File: src/rtl/lpm_hold_seq.sv
module lpm_hold_seq #(
  parameter int unsigned DW        = 32,
  parameter logic [DW-1:0] HOLD_WORD = 'h7B4A4A4A,
  parameter int unsigned MIN_HOLDS = 16
) (
  input  logic          clk,
  input  logic          rst_n,
  input  logic [1:0]    pm_req,
  input  logic [DW-1:0] tx_data,
  input  logic          tx_data_vld,
  input  logic          txf_low,
  input  logic          rxf_high,
  input  logic          phy_wake,
  output logic [DW-1:0] tx_word,
  output logic          tx_prim,
  output logic [2:0]    pm_state,
  output logic          pm_ack,
  output logic          pm_err
);
  localparam int CW = $clog2(MIN_HOLDS + 1);

  typedef enum logic [2:0] {
    ST_RUN = 3'd0, ST_HOLDOFF = 3'd1, ST_PART = 3'd2, ST_SLUM = 3'd3, ST_WAKE = 3'd4
  } st_t;

  st_t st, nx;
  logic [CW-1:0] cnt;
  logic tgt_slum;

  wire pressure = txf_low | rxf_high;
  wire lp_req   = (pm_req == 2'b01) || (pm_req == 2'b10);

  always_comb begin
    nx = st;
    case (st)
      ST_RUN:          if (lp_req) nx = ST_HOLDOFF;
      ST_HOLDOFF:      if (cnt == CW'(1)) nx = tgt_slum ? ST_SLUM : ST_PART;
      ST_PART, ST_SLUM: if (phy_wake) nx = ST_WAKE;
      ST_WAKE:         nx = ST_RUN;
      default:         nx = ST_RUN;
    endcase
  end

  always_ff @(posedge clk) begin
    if (!rst_n) begin
      st       <= ST_RUN;
      cnt      <= '0;
      tgt_slum <= 1'b0;
      tx_word  <= '0;
      tx_prim  <= 1'b0;
      pm_err   <= 1'b0;
    end else begin
      st     <= nx;
      pm_err <= (st == ST_RUN) && (pm_req == 2'b11);
      if (st == ST_RUN && nx == ST_HOLDOFF) begin
        cnt      <= CW'(MIN_HOLDS);
        tgt_slum <= pm_req[1];
      end else if (st == ST_HOLDOFF) begin
        cnt <= cnt - CW'(1);
      end
      if (nx == ST_HOLDOFF || (st == ST_RUN && nx == ST_RUN && pressure)) begin
        tx_word <= HOLD_WORD;
        tx_prim <= 1'b1;
      end else if (st == ST_RUN && nx == ST_RUN && tx_data_vld) begin
        tx_word <= tx_data;
        tx_prim <= 1'b0;
      end else begin
        tx_word <= '0;
        tx_prim <= 1'b0;
      end
    end
  end

  assign pm_state = st;
  assign pm_ack   = (st == ST_PART) || (st == ST_SLUM);
endmodule

File: config.mk
export PLATFORM = sky130hd
export DESIGN_NAME = lpm_hold_seq
export DESIGN_NICKNAME = d
export VERILOG_FILES = /design/src/rtl/lpm_hold_seq.sv
export SDC_FILE = /design/constraint.sdc
export NUM_CORES = 1
export LEC_CHECK = 0
export BUFFER_PORTS_ARGS = -buffer_cell sky130_fd_sc_hd__buf_2
export CAP_MARGIN = 25
export CORE_UTILIZATION = 25
export CTS_CLUSTER_DIAMETER = 120
export DETAILED_ROUTE_END_ITERATION = 10
export PLACE_DENSITY = 0.53
export SYNTH_ARGS = -nofsm -noshare
export SYNTH_HDL_FRONTEND = slang
export SYNTH_SLANG_ARGS = --single-unit
File: constraint.sdc
create_clock -name clk -period 4.3 [get_ports clk]
set_input_delay 1.29 -clock clk [delete_from_list [all_inputs] [get_ports clk]]
set_output_delay 1.29 -clock clk [all_outputs]
set_load 0.01 [all_outputs]
==> flow_summary.ini <==
[status]
status = finished, final reports clean

[timing]
rsz0062_at_grt = false
tightest_slew_ns = 0.779
timing.slew.headroom_pct = 47.8
tns_ns = 0
max_freq_mhz = 354
hold_viol = 0
skew_ns = 0.00576
maxSlewViolCount = 0
setup_viol = 0
fin_crit_ns = 2.83
hold_slack_ns = 0.502
min_period_over_period_pct = 65.7

[critical_path]
crit_path_end_kind = flip-flop
ff2ff_setup_slack_ns = 2.40
crit_fanout = 17
cpPeakStageDelay_ns = 0.62
r2r_end = tx_word[22]
cp.arrival_ns = 2.97
cp_top_family = compound AO/OA/AOI/OAI gates
path_class = input port to flip-flop
required_ns = 4.44
rr_startpoint = pm_state[1]
rr_worst_depth = 3
cp_cell_sequence = buf_2, ha_1, or3b_1, a22oi_2, nor3b_1
slowest_stage = a22oi_2
critPathLaunchType = input port
path_buf_inv = 1

[synth]
seq_area_frac_synth_pct = 54.5
synthFlopType = dfxtp_1
synth_edf_count = 0
synthesis.nets = 182
netlist_instances = 139
synth_most_common_cell = dfxtp_1
synth_top_area_cell = dfxtp_1
synth_common_cells = 43 x dfxtp_1, 20 x nor3b_1, 16 x a21o_1, 6 x a21oi_1, 6 x inv_1
yosys-top-cells-area = dfxtp_1 54%, nor3b_1 9.5%, a21o_1 7.6%
yosys_warnings = 0
async_flop_share_pct = 0
synth_top_area_share_pct = 54.5
netlist_area_mm2 = 0.00158
yosysUniqueCellTypes = 31
ys_seq_elements = 43
synth_area_per_cell_um2 = 11.4

[cts]
cts_max_path_buffers = 2
tritoncts = done
cts_hold_buf = 0
cts_max_level = 2
cts.sinks = 43
post_cts_buffers = 0
cts_resized = 0
insertion_delay_ns = 0.29
cts_root_buffer = clkbuf_8
clkTransAtPathRegs_ns = 0.08
numCtsBuffers = 5

[floorplanning]
fp.dieArea_mm2 = 0.00664
die_y_um = 81.5
pin_count = 78
fp.dieW_um = 81.5
start_util_pct = 26.2
rows = 28
fp.coreArea_mm2 = 0.00603

[placement]
place_hpwl_um = 2480
port_buffers = 77
gpl.final_weighted_congestion = 0.726
dpl.cell_count = 284

[global_routing]
grt_pass1_wl_um = 5290
grt_usage_pct = 10.8
antenna_found_initial = 0
grt_pass1_vias = 1145
grt_max_degree = 18
grt_overflow = 0

[routing]
ant_nets = 0
wl_per_cell_um = 11.7
via_per_inst = 4.27
drc = 0
vias = 1248
drt_first_pass_iters = 4
wl_um = 3430
drt_first_iter_violations = 37

[finish]
syn_to_final_growth_pct = 32.4
fin_cells = 292
fin_util_pct = 34.7
diodes = 0
nets = 259
layout-drive-gt1-share_pct = 41.9
fillers = 639

[power]
powerDensity_mw_per_mm2 = 398
p_leak_nw = 1.02
ir_drop_mv = 0.146
p_total_uw = 833

[job]
maxCapViolations = 0

[hold_path]
whs_path_depth = 2
whs_endpoint = tgt_slum
hp-start = tgt_slum
hold_path_class = flip-flop to flip-flop
[cell usage in the layout, fill, tap and decap left out, types with 4 or more instances in the layout]
cell type / n
a21o_1: 16
dfxtp_1: 43
a21oi_1: 6
clkbuf_8: 5
buf_2: 77
o21ai_0: 4
inv_1: 6
nor2_1: 5
nor3b_1: 20
[how the worst max path moves through the flow]
stage          slack [ns]  startpoint     endpoint  cells after the start
4_1_cts              1.45   pm_req[0]  tx_word[23]                      5
3_3_place_gp         1.16   pm_req[1]  tx_word[15]                      5
3_5_place_dp         1.15   pm_req[1]  tx_word[23]                      5
5_1_grt              1.21   pm_req[0]  tx_word[13]                      5
2_1_floorplan        1.55   pm_req[0]  tx_word[10]                      5
6_report             1.47   pm_req[1]  tx_word[23]                      5
[layer usage]
metal,vias up,track usage (%),share of wire (%)
met2,48,16.6,44
met3,5,2.67,7.2
li1,641,-,-
met5,-,0,0
met4,0,6.43,1.6
met1,554,13.5,47
[worst reg2reg max path, cell delays in order (launching register included)]
cell and delay [ns]:
dfxtp_1 0.45, or3b_4 0.47, nor4b_4 0.72, a21o_1 0.22
[report_power, final]
group	total (mW)	internal (mW)	switching [mW]	leakage [nW]
registers	0.446	0.426	0.0200	0.354
clock network	0.250	0.114	0.136	0.0412
logic	0.138	0.0697	0.0680	0.624
total	0.833	0.609	0.224	1.02
[final cells by class]
cell class	count	area (um^2)	area share [%]
clock inverter	2	12.5	0.598
tap	75	93.8	4.49
timing repair buffer	77	385	18.4
clock buffer	6	72.6	3.47
sequential	43	861	41.1
multi-input combinational	83	644	30.8
inverter	6	22.5	1.08
[logic make-up (layout without fill, tap and decap cells)]
| kind of cell | count (synthesis) | count (layout) | synth area share [%] |
|---|---|---|---|
| muxes | 3 | 3 | 1.90 |
| adders and majority gates | 3 | 3 | 2.38 |
| buffers and inverters | 13 | 91 | 4.75 |
| DFF | 43 | 43 | 54.5 |
| AOI/OAI and AO/OA | 31 | 31 | 15.0 |
| and+or+nand+nor | 46 | 46 | 21.5 |
[registers in the layout (all words and copies together), names as in the netlist]
name      flops
tx_word      32
cnt           5
pm_state      3
pm_err        1
tgt_slum      1
tx_prim       1
[metrics by stage]
| step | instance area [um^2] | setup WS, ns |
|---|---|---|
| after floorplan | 1580 | 1.55 |
| after CTS | 2090 | 1.45 |
| after global placement | 2010 | 1.16 |
| after global routing | 2090 | 1.21 |
| final | 2090 | 1.47 |
| after detailed placement | 2010 | 1.15 |
No activity file was read; power rests on OpenSTA's default activity.
